<file path="config.mk">
export PLATFORM = sky130hd
export DESIGN_NAME = ps_swallow_div
export DESIGN_NICKNAME = d
export VERILOG_FILES = /design/src/rtl/ps_div_pkg.sv /design/src/rtl/ps_cfg_latch.sv /design/src/rtl/ps_swallow_ctr.sv /design/src/rtl/ps_prog_ctr.sv /design/src/rtl/ps_swallow_div.sv
export SDC_FILE = /design/constraint.sdc
export NUM_CORES = 1
export LEC_CHECK = 0
export BUFFER_PORTS_ARGS = -buffer_cell sky130_fd_sc_hd__buf_2
export CAP_MARGIN = 10
export CORE_MARGIN = 2
export CORE_UTILIZATION = 50
export CTS_CLUSTER_SIZE = 10
export DETAILED_ROUTE_END_ITERATION = 7
export PLACE_DENSITY = 0.83
export SETUP_SLACK_MARGIN = 0.05
export SKIP_LAST_GASP = 1
export SYNTH_ARGS = -nofsm -noshare
export SYNTH_HDL_FRONTEND = slang
export SYNTH_SLANG_ARGS = --single-unit
</file>
<file path="constraint.sdc">
create_clock -name clk -period 1.9 [get_ports clk]
set_input_delay 0.285 -clock clk [delete_from_list [all_inputs] [get_ports clk]]
set_output_delay 0.285 -clock clk [all_outputs]
set_load 0.02 [all_outputs]
</file>
<file path="src/rtl/ps_div_pkg.sv">
package ps_div_pkg;
   typedef enum logic [1:0] {
      PS_8_9   = 2'd0,
      PS_16_17 = 2'd1,
      PS_32_33 = 2'd2,
      PS_64_65 = 2'd3
   } psel_e;

   localparam int PS_SEL_W    = 2;
   localparam int PS_A_W      = 6;
   localparam int PS_B_W      = 12;
   localparam int PS_B_MIN    = 3;
   localparam int PS_BASE_LOG = 3;

   function automatic int unsigned presc_base(input logic [PS_SEL_W-1:0] code);
      return 32'd1 << (PS_BASE_LOG + int'(code));
   endfunction
endpackage

</file>
<file path="src/rtl/ps_cfg_latch.sv">
module ps_cfg_latch
   import ps_div_pkg::*;
#(
   parameter int A_W   = PS_A_W,
   parameter int B_W   = PS_B_W,
   parameter int B_MIN = PS_B_MIN,
   parameter int RST_A = 0,
   parameter int RST_B = 16
) (
   input  logic                clk,
   input  logic                rst_n,
   input  logic                wr_en,
   input  logic [A_W-1:0]      wr_a,
   input  logic [B_W-1:0]      wr_b,
   input  logic [PS_SEL_W-1:0] wr_sel,
   output logic [A_W-1:0]      lat_a,
   output logic [B_W-1:0]      lat_b,
   output logic [PS_SEL_W-1:0] lat_sel,
   output logic                err
);
   localparam logic [B_W-1:0] BMIN_V = B_W'(B_MIN);

   logic word_ok;
   assign word_ok = (wr_b >= BMIN_V) && (B_W'(wr_a) <= wr_b);

   always_ff @(posedge clk or negedge rst_n) begin
      if (!rst_n) begin
         lat_a   <= A_W'(RST_A);
         lat_b   <= B_W'(RST_B);
         lat_sel <= PS_8_9;
         err     <= 1'b0;
      end else if (wr_en) begin
         err <= ~word_ok;
         if (word_ok) begin
            lat_a   <= wr_a;
            lat_b   <= wr_b;
            lat_sel <= wr_sel;
         end
      end
   end
endmodule

</file>
<file path="src/rtl/ps_swallow_ctr.sv">
module ps_swallow_ctr #(
   parameter int A_W   = 6,
   parameter int RST_A = 0
) (
   input  logic           clk,
   input  logic           rst_n,
   input  logic           load,
   input  logic [A_W-1:0] load_val,
   output logic           swallow
);
   logic [A_W-1:0] a_cnt;

   always_ff @(posedge clk or negedge rst_n) begin
      if (!rst_n)               a_cnt <= A_W'(RST_A);
      else if (load)            a_cnt <= load_val;
      else if (a_cnt != '0)     a_cnt <= a_cnt - A_W'(1);
   end

   assign swallow = (a_cnt != '0);
endmodule

</file>
<file path="src/rtl/ps_prog_ctr.sv">
module ps_prog_ctr #(
   parameter int B_W       = 12,
   parameter int RST_B     = 16,
   parameter bit PULSE_REG = 1'b1
) (
   input  logic           clk,
   input  logic           rst_n,
   input  logic           hold,
   input  logic [B_W-1:0] load_val,
   output logic           term,
   output logic           pulse
);
   logic [B_W-1:0] b_cnt;

   assign term = (b_cnt == B_W'(1)) && !hold;

   always_ff @(posedge clk or negedge rst_n) begin
      if (!rst_n)            b_cnt <= B_W'(RST_B);
      else if (hold || term) b_cnt <= load_val;
      else                   b_cnt <= b_cnt - B_W'(1);
   end

   generate
      if (PULSE_REG) begin : g_pulse_reg
         logic pulse_q;
         always_ff @(posedge clk or negedge rst_n) begin
            if (!rst_n) pulse_q <= 1'b0;
            else        pulse_q <= term;
         end
         assign pulse = pulse_q;
      end else begin : g_pulse_comb
         assign pulse = term;
      end
   endgenerate
endmodule

</file>
<file path="src/rtl/ps_swallow_div.sv">
module ps_swallow_div
   import ps_div_pkg::*;
#(
   parameter int A_W       = PS_A_W,
   parameter int B_W       = PS_B_W,
   parameter int B_MIN     = PS_B_MIN,
   parameter int RST_A     = 0,
   parameter int RST_B     = 16,
   parameter bit PULSE_REG = 1'b1
) (
   input  logic                clk,
   input  logic                rst_n,
   input  logic                cnt_rst,
   input  logic                pwr_dn,
   input  logic                wr_en,
   input  logic [A_W-1:0]      wr_a,
   input  logic [B_W-1:0]      wr_b,
   input  logic [PS_SEL_W-1:0] wr_sel,
   output logic                mod_ctl,
   output logic [PS_SEL_W-1:0] presc_sel,
   output logic                div_pulse,
   output logic                cfg_err
);
   generate
      if (A_W > B_W) begin : g_bad_width
         $error("swallow counter wider than programmable counter");
      end
      if (B_MIN < 2) begin : g_bad_bmin
         $error("B_MIN must be at least 2");
      end
      if (RST_B < B_MIN || RST_A > RST_B) begin : g_bad_rst
         $error("reset divide values break the write rule");
      end
   endgenerate

   logic                hold, term, load;
   logic [A_W-1:0]      lat_a;
   logic [B_W-1:0]      lat_b;
   logic [PS_SEL_W-1:0] lat_sel;
   logic [PS_SEL_W-1:0] sel_q;

   assign hold = cnt_rst | pwr_dn;
   assign load = hold | term;

   ps_cfg_latch #(
      .A_W(A_W), .B_W(B_W), .B_MIN(B_MIN), .RST_A(RST_A), .RST_B(RST_B)
   ) u_latch (
      .clk(clk), .rst_n(rst_n), .wr_en(wr_en), .wr_a(wr_a), .wr_b(wr_b),
      .wr_sel(wr_sel), .lat_a(lat_a), .lat_b(lat_b), .lat_sel(lat_sel),
      .err(cfg_err)
   );

   ps_swallow_ctr #(.A_W(A_W), .RST_A(RST_A)) u_swallow (
      .clk(clk), .rst_n(rst_n), .load(load), .load_val(lat_a),
      .swallow(mod_ctl)
   );

   ps_prog_ctr #(.B_W(B_W), .RST_B(RST_B), .PULSE_REG(PULSE_REG)) u_prog (
      .clk(clk), .rst_n(rst_n), .hold(hold), .load_val(lat_b),
      .term(term), .pulse(div_pulse)
   );

   always_ff @(posedge clk or negedge rst_n) begin
      if (!rst_n)    sel_q <= PS_8_9;
      else if (load) sel_q <= lat_sel;
   end

   assign presc_sel = sel_q;
endmodule

</file>
---- Word level (Yosys, flattened, before mapping) ----
Cells that the tools add are included.
cells by class
  reduce and logical (&&, ||, !) cells .... 7
  add/sub/neg operators ................... 2
  bitwise logic cells ..................... 3
  order comparisons ....................... 2
  equal/unequal tests ..................... 1
  multiplexer cells ....................... 3
operators with widths
  cell                   number
  $eq 12x1->1 const B    1
  $ge 12x2->1 const B    1
  $le 6x12->1            1
  $mux 12                1
  $mux 6                 2
  $sub 12x1->12 const B  1
  $reduce_bool 6->1      1
  $sub 6x1->6 const B    1
  $logic_and 1x1->1      2
  $or 1x1->1             2
  $reduce_and 2->1       1
  $reduce_bool 2->1      1
  $logic_not 1->1        1
  $logic_or 1x1->1       1
  $not 1->1              1
word-level totals
  word-level logic and storage cells ...... 26
  output and inout port bits .............. 5
  input bits .............................. 25
  register bits after elaboration ......... 42

---- Logic depth before layout (Yosys ltp) ----
Gate-level depths: netlist (run 1).
  depth in word-level cells ............... 5
  gate-level depth with buffers ........... 8
  mapped depth without buffers ............ 7

---- By module ----
From an unflattened synthesis (run 1), not the netlist that was laid out.
unflattened totals
  cell total of the unflattened synthesis .. 191
  area, all modules ....................... 2,267.2 sq um
modules (own cells, without submodules)
  module          area an instance (sq um)  cells each  instances
  ps_cfg_latch    1,049.8                   72          1
  ps_prog_ctr     735.7                     73          1
  ps_swallow_ctr  384.1                     40          1
  ps_swallow_div  97.6                      6           1

---- Worst setup path after synthesis (run 1) ----
OpenSTA, ideal clock, no wires.
  path type ............................... register -> register
  start ................................... register u_swallow.a_cnt[0]
  end ..................................... register u_swallow.a_cnt[3]
  data required time ...................... 1,773 ps
  data arrival time ....................... 1,932 ps
  stages on the path, launching flop included .. 9
  setup slack ............................. -159 ps
  cell sequence ........................... dfrtp_1 -> inv_1 -> ha_1 -> or3b_2 -> or3_1 -> clkbuf_1 -> nor3b_1 -> a21oi_1 -> o21ai_0
on the way
  elaborated cells between the ends (all ways) .. 5
  classes of those cells .................. 1 x add/sub; 2 x mux; 2 x reduce/logical
RTL lines
  element                             line                  text
  from (decl)                         ps_swallow_ctr.sv:11  logic [A_W-1:0] a_cnt;
  from (signal assigned)              ps_swallow_ctr.sv:14  if (!rst_n) a_cnt <= A_W'(RST_A);
  from (signal assigned)              ps_swallow_ctr.sv:15  else if (load) a_cnt <= load_val;
  from (signal assigned)              ps_swallow_ctr.sv:16  else if (a_cnt != '0) a_cnt <= a_cnt - A_W'(1);
  $reduce_bool 6->1                   -
  via mod_ctl                         ps_swallow_div.sv:19  output logic mod_ctl,
  $reduce_bool 2->1 (no source line)  -
The timed path passes the listed nets, and every way through them passes these cells. The select of a mux whose other input is x is not followed.
A chain may end at the register's enable or synchronous reset.

---- Worst setup path in the final report (run 1) ----
  start ................................... register u_swallow.a_cnt[1]
  end ..................................... output mod_ctl
on the way
  cells in the longest elaborated chain, start to end .. 1
RTL lines
  element            line                  text
  $reduce_bool 6->1  ps_swallow_ctr.sv:19  assign swallow = (a_cnt != '0);
  to (decl)          ps_swallow_div.sv:19
No other way between the ends.

==> run_results.csv, run 1 <==
group,metric,value,unit
yosys,yosys-top-cells-count,"dfrtp_1, nand2_1, mux2_2",
yosys,syn_area,2120,sq um
die,dieArea,4770,sq um
min_path,min_path_type,"input port to async pin",
critical_path,cp-start-kind,"flop",
yosys,synth_adder_area_share,0.0532,
layout,n_fill_cell,267,
placement,place_hpwl,3.02,mm
die,io_pins,30,
drt,vias_per_cell,5.64,
yosys,synthXorXnorAreaFrac,0.0455,
placement,finalWeightedCongestion,0.760,
drt,wl_per_cell,18.3,microns
timing,fin_setup_tns,-0.674,ns
die,core_area,4030,sq um
yosys,synth-seq-cells,42,
yosys,synth_nets,223,
cts,cts.sinks,42,
yosys,ys_top_cells_by_area,"dfrtp_1, mux2_2, ha_1",
drt,first_iter_violations,99,
yosys,synth.avg_cell_area,11.2,sq um
layout,area_delta_synth_final,36.8,%
critical_path,r2r-start,"u_swallow.a_cnt[1]",
timing,period_share,1.11,
die,die-width,69.1,microns
critical_path,worstPathArrival,1.82,ns
drt,drt-pass1-iter-count,4,
yosys,synth-async-reset-ratio,1.00,
timing,worst_pin_slew,1.41,ns
timing,setup_viol,19,
cts,path_clk_slew,0.07,ns
yosys,yosys.area_share.simple,0.158,
global_route,grt_max_degree,43,
global_route,antenna_found_initial,0,
critical_path,reg2reg_slack,-0.11,ns
timing,rsz0062_at_grt,"true",
yosys,synth_compound_area_frac,0.0875,
placement,dp_slack,-0.128,ns
cts,clk_latency,0.30,ns
layout,diodes,0,
run_status,violations,"negative setup slack",
timing,relSlewSlack,0.0582,
die,initial_core_util,0.525,
yosys,synth_top_family_by_area,"simple AND/OR/NAND/NOR gates",
timing,fin_ws,-0.201,ns
critical_path,r2r-end,"u_swallow.a_cnt[3]",
run_status,status,"finished, violations left",
global_route,grt_pass1_vias,1662,
critical_path,endpoint_kind,"output port",
layout,finalNetCount,290,
yosys,synth_edf_count,0,
timing,slew_violations,0,
layout,drive_gt1_frac,0.560,
global_route,track_usage,0.197,
critical_path,ff2ff_path_depth,8,
yosys,yosysWarnings,0,
pwr,powerDensity,778,nW/um^2
timing,max_freq,476,MHz
cts,cts-root-buf,"clkbuf_8",
cts,cts_tree,"yes",
cts,htree_levels,2,
yosys,synth_most_common_cell,"dfrtp_1",
yosys,yosys.area.top_type_share,0.473,
layout,fin_util,0.719,
timing,whs,0.0493,ns
cts,hold_buffers,0,
pwr,p_leak,1.31,nW
drt,dr_total_vias,1730,
run,cap_violations,0,
drt,drc_errors,0,
cts,clockBufferDepth,2,
placement,post_dp_cell_area,2420,sq um
drt,drt_wl_total,5.62,mm
yosys,synthMuxAreaShare,0.112,
cts,cts_made_buffers,5,
timing,fin_crit,2.10,ns
global_route,grt_overflow,0,
die,die_h,69.1,microns
die,rows,23,
drt,postRouteAntennaNets,0,
critical_path,criticalPathCategory,"flop to output port",
layout,fin_area,2900,sq um
yosys,yosysSeqAreaShare,0.498,
timing,finalClockSkew,0.00858,ns
critical_path,worstSetupStartpoint,"u_swallow.a_cnt[1]",
critical_path,required,1.62,ns
yosys,synth_flop_cell,"dfrtp_1",
yosys,yosysTopAreaCell,"dfrtp_1",
timing,hold_viol_final,0,
yosys,ys_types,36,
pwr,ir_worst_vdd,0.000486,V
critical_path,crit_fanout,2,
yosys,syn_inst,189,
placement,port_buffers,29,
global_route,grt_pass1_wl,7.45,mm
critical path, stage by stage (launching register included):
cell and delay (ns):
dfrtp_1 0.41, inv_1 0.07, ha_2 0.17, or3b_4 0.38, or3_4 0.35, buf_6 0.14
metal layers:
layer	global-route usage	vias up	share of wire	wire, microns
li1	-	790	-	-
met1	0.244	877	0.41	2300
met2	0.341	50	0.53	2970
met3	0.0409	13	0.039	221
met4	0.0675	0	0.023	129
met5	0	-	0	0
layout by cell type, fill, tap and decap left out, drive strengths merged, types with 3 or more instances in the layout:
| master | count |
|---|---|
| nand3 | 3 |
| a21oi | 4 |
| dfrtp | 40 |
| clkbuf | 7 |
| inv | 10 |
| nor3 | 5 |
| nor4 | 4 |
| nor2 | 8 |
| ha | 9 |
| mux2 | 21 |
| nand2 | 37 |
| or3 | 4 |
| buf | 60 |
| xnor2 | 9 |
| o21ai | 18 |
stage by stage:
step / total power [mW] / instances
2_1_floorplan: 1.36 / 189
3_3_place_gp: 1.49 / 282
3_5_place_dp: 1.52 / 282
4_1_cts: 2.13 / 295
5_1_grt: 2.35 / 307
6_report: 2.25 / 307
how the worst max path moves through the flow:
stage / depth (start not counted) / slack [ns] / endpoint
finish: 5 / -0.20 / mod_ctl
global route: 5 / -0.26 / mod_ctl
CTS: 5 / -0.19 / mod_ctl
detailed placement: 9 / -0.13 / u_latch.lat_b[7]
global placement: 9 / -0.06 / u_latch.lat_b[10]
floorplan: 8 / 0.03 / u_swallow.a_cnt[3]
logic make-up after synthesis:
group | count (synthesis)
flops | 42
simple gates | 64
mux | 21
compound gates | 26
fa+ha+maj | 9
buf+inv | 16
xor+xnor | 11
timing repair:
action,in CTS,in global routing
cloned,1,5
setup endpoints to repair,19,38
resized for setup,7,54
buffers inserted,4,7
pin swaps,2,29
sequential cells by signal, summed over array words and instances (netlist names):
signal and flops:
u_latch.lat_b 12, u_swallow.a_cnt 6, u_latch.lat_a 6, u_latch.err 1, u_latch.lat_sel 2, u_prog.pulse 1
presc_sel 2, u_prog.b_cnt 12
power by group:
group          switching, mW  internal [mW]
clock                  0.301          0.293
sequential            0.0973           1.00
combinational          0.280          0.281
final cells by class:
| type | instances | area [sq um] | share of cell area |
|---|---|---|---|
| Multi-Input combinational cell | 137 | 1240 | 0.427 |
| Sequential cell | 42 | 1050 | 0.364 |
| Timing Repair Buffer | 60 | 414 | 0.143 |
| Clock buffer | 7 | 86.3 | 0.0298 |
| Tap cell | 50 | 62.6 | 0.0216 |
| Inverter | 10 | 37.5 | 0.0130 |
| Clock inverter | 1 | 5.00 | 0.00173 |
(Power assumes the default switching activity.)
==> run 2: changes to the inputs <==
--- a/config.mk
+++ b/config.mk
@@ -12,7 +12,6 @@
 export CTS_CLUSTER_SIZE = 10
 export DETAILED_ROUTE_END_ITERATION = 7
 export PLACE_DENSITY = 0.83
-export SETUP_SLACK_MARGIN = 0.05
 export SKIP_LAST_GASP = 1
 export SYNTH_ARGS = -nofsm -noshare
 export SYNTH_HDL_FRONTEND = slang
==> run_results.csv, run 2 (synthesis results as in run 1) <==
group,metric,value,unit
run_status,status,"finished, violations left",
run_status,violations,"negative setup slack",
critical_path,slowest_stage,"dfrtp_1",
die,dieArea,4770,sq um
layout,finalNetCount,285,
cts,clk_latency,0.30,ns
pwr,p_leak,1.24,nW
timing,slew_violations,0,
cts,htree_levels,2,
cts,cts.sinks,42,
timing,setup_viol,5,
pwr,pwr-share-comb,0.231,
timing,rsz0062_at_grt,"true",
timing,hold_viol_final,0,
critical_path,slowest_delay,0.39,ns
timing,fin_crit,2.08,ns
global_route,grt_max_degree,20,
pwr,ir_worst_vdd,0.000608,V
cts,cts-root-buf,"clkbuf_8",
cts,clockBufferDepth,2,
critical_path,endpoint_kind,"output port",
die,die-width,69.1,microns
run,cap_violations,0,
timing,period_share,1.09,
drt,vias_per_cell,5.32,
die,core_area,4030,sq um
critical_path,cp-start-kind,"flop",
layout,drive_gt1_frac,0.460,
layout,area_delta_synth_final,25.9,%
die,io_pins,30,
timing,finalClockSkew,0.00801,ns
pwr,switching_share,0.283,
layout,final_common_cell,"dfrtp_1",
layout,final_cell_mix,"dfrtp_1, nand2_1, buf_4, buf_2, mux2_2",
critical_path,ff2ff_path_depth,8,
drt,wl_per_cell,14.7,microns
die,die_h,69.1,microns
pwr,cell_internal_pwr,1.55,mW
layout,n_fill_cell,280,
critical_path,path_cells,"inv_1 > ha_2 > or3b_4 > or3_4 > buf_6",
global_route,grt_pass1_vias,1652,
placement,place_hpwl,3.05,mm
timing,relSlewSlack,0.339,
drt,first_iter_violations,45,
critical_path,worstPathArrival,1.79,ns
global_route,antenna_found_initial,0,
global_route,track_usage,0.195,
layout,reg_top3,"u_latch.lat_b: 12 flops, u_prog.b_cnt: 12 flops",
drt,drt_wl_total,4.45,mm
critical_path,criticalPathCategory,"flop to output port",
timing,worst_pin_slew,0.987,ns
min_path,min_path_type,"input port to flop",
pwr,design_power_total,2.17,mW
pwr,pwr-share-seq,0.495,
drt,dr_total_vias,1608,
critical_path,required,1.62,ns
placement,finalWeightedCongestion,0.789,
placement,port_buffers,29,
global_route,grt_overflow,0,
pwr,p_sw,612,uW
drt,drt-pass1-iter-count,4,
drt,drc_errors,0,
drt,postRouteAntennaNets,0,
critical_path,crit_fanout,2,
layout,diodes,0,
cts,cts_made_buffers,5,
pwr,powerDensity,812,nW/um^2
global_route,grt_pass1_wl,7.42,mm
die,rows,23,
cts,cts_tree,"yes",
min_path,min_path_cells,2,
timing,fin_ws,-0.179,ns
die,initial_core_util,0.525,
timing,whs,0.145,ns
pwr,power.share.clock,0.274,
timing,max_freq,481,MHz
cts,path_clk_slew,0.08,ns
[run 2: cell count changes in the layout (fill, tap and decap cells not counted), sizes merged]
cell | before | now
nand2 | 37 | 33
buf | 60 | 58
dlygate4sd3 | 0 | 1
[run 2: power by group through the flow]
stage	Combinational [mW]	Sequential, mW	Clock [mW]
detailed placement	0.435	1.08	0
floorplan	0.269	1.08	0
global placement	0.417	1.08	0
finish	0.499	1.07	0.593
global route	0.552	1.08	0.651
CTS	0.463	1.07	0.605
[run 2: final timing paths]
kind | startpoint | to | slack, ns
worst max-delay path | u_swallow.a_cnt[0] | mod_ctl | -0.18
worst min register to register | presc_sel[1] | presc_sel[1] | 0.46
max in group asynchronous | rst_n | u_latch.lat_b[3] | 0.93
worst max register to register | u_swallow.a_cnt[0] | u_swallow.a_cnt[3] | -0.08
min in group asynchronous | rst_n | u_latch.lat_a[0] | 0.44
worst min-delay path | cnt_rst | u_prog.pulse | 0.14
[run 2: layout make-up]
cell class | count | area, sq um | share of cell area
clock inverters | 1 | 5.00 | 0.00188
flip-flops and latches | 42 | 1050 | 0.395
multi-input cells | 133 | 1040 | 0.391
repair buffers | 59 | 379 | 0.142
well taps | 50 | 62.6 | 0.0235
inverters | 10 | 37.5 | 0.0141
clock buffers | 7 | 86.3 | 0.0324
[run 2: worst max-delay path, delay by kind of cell (launching register included)]
kind                     cells  cell delay [ns]
buffers and inverters        2             0.21
AND/OR/NAND/NOR              2             0.71
flip-flops                   1             0.39
adder cells (fa/ha/maj)      1             0.18
[run 2: routing by layer]
metal / global-route usage / vias to the layer above / wire length (microns)
met5: 0 / - / 0
met4: 0.0654 / 0 / 61
met3: 0.0512 / 5 / 209
met2: 0.318 / 40 / 2200
met1: 0.251 / 782 / 1980
li1: - / 781 / -
[run 2: metrics by stage]
step           setup TNS [ns]  std cells   util  instance area, sq um  setup slack (ns)
6_report               -0.265        302  0.662                  2670            -0.179
5_1_grt                -0.938        302  0.662                  2670            -0.214
4_1_cts                -0.309        297  0.643                  2590            -0.192
3_5_place_dp            -1.48        283  0.604                  2430           -0.0981
3_3_place_gp           -0.631        283  0.604                  2430           -0.0498
2_1_floorplan               0        189      -                  2130           0.00229
[run 2: timing repair]
action	CTS	global route
endpoints found under the hold margin	15	0
gates cloned	1	1
endpoints found under the setup margin	3	20
setup buffers	4	4
hold buffers	1	0
pin swaps	2	2
resized for setup	4	10
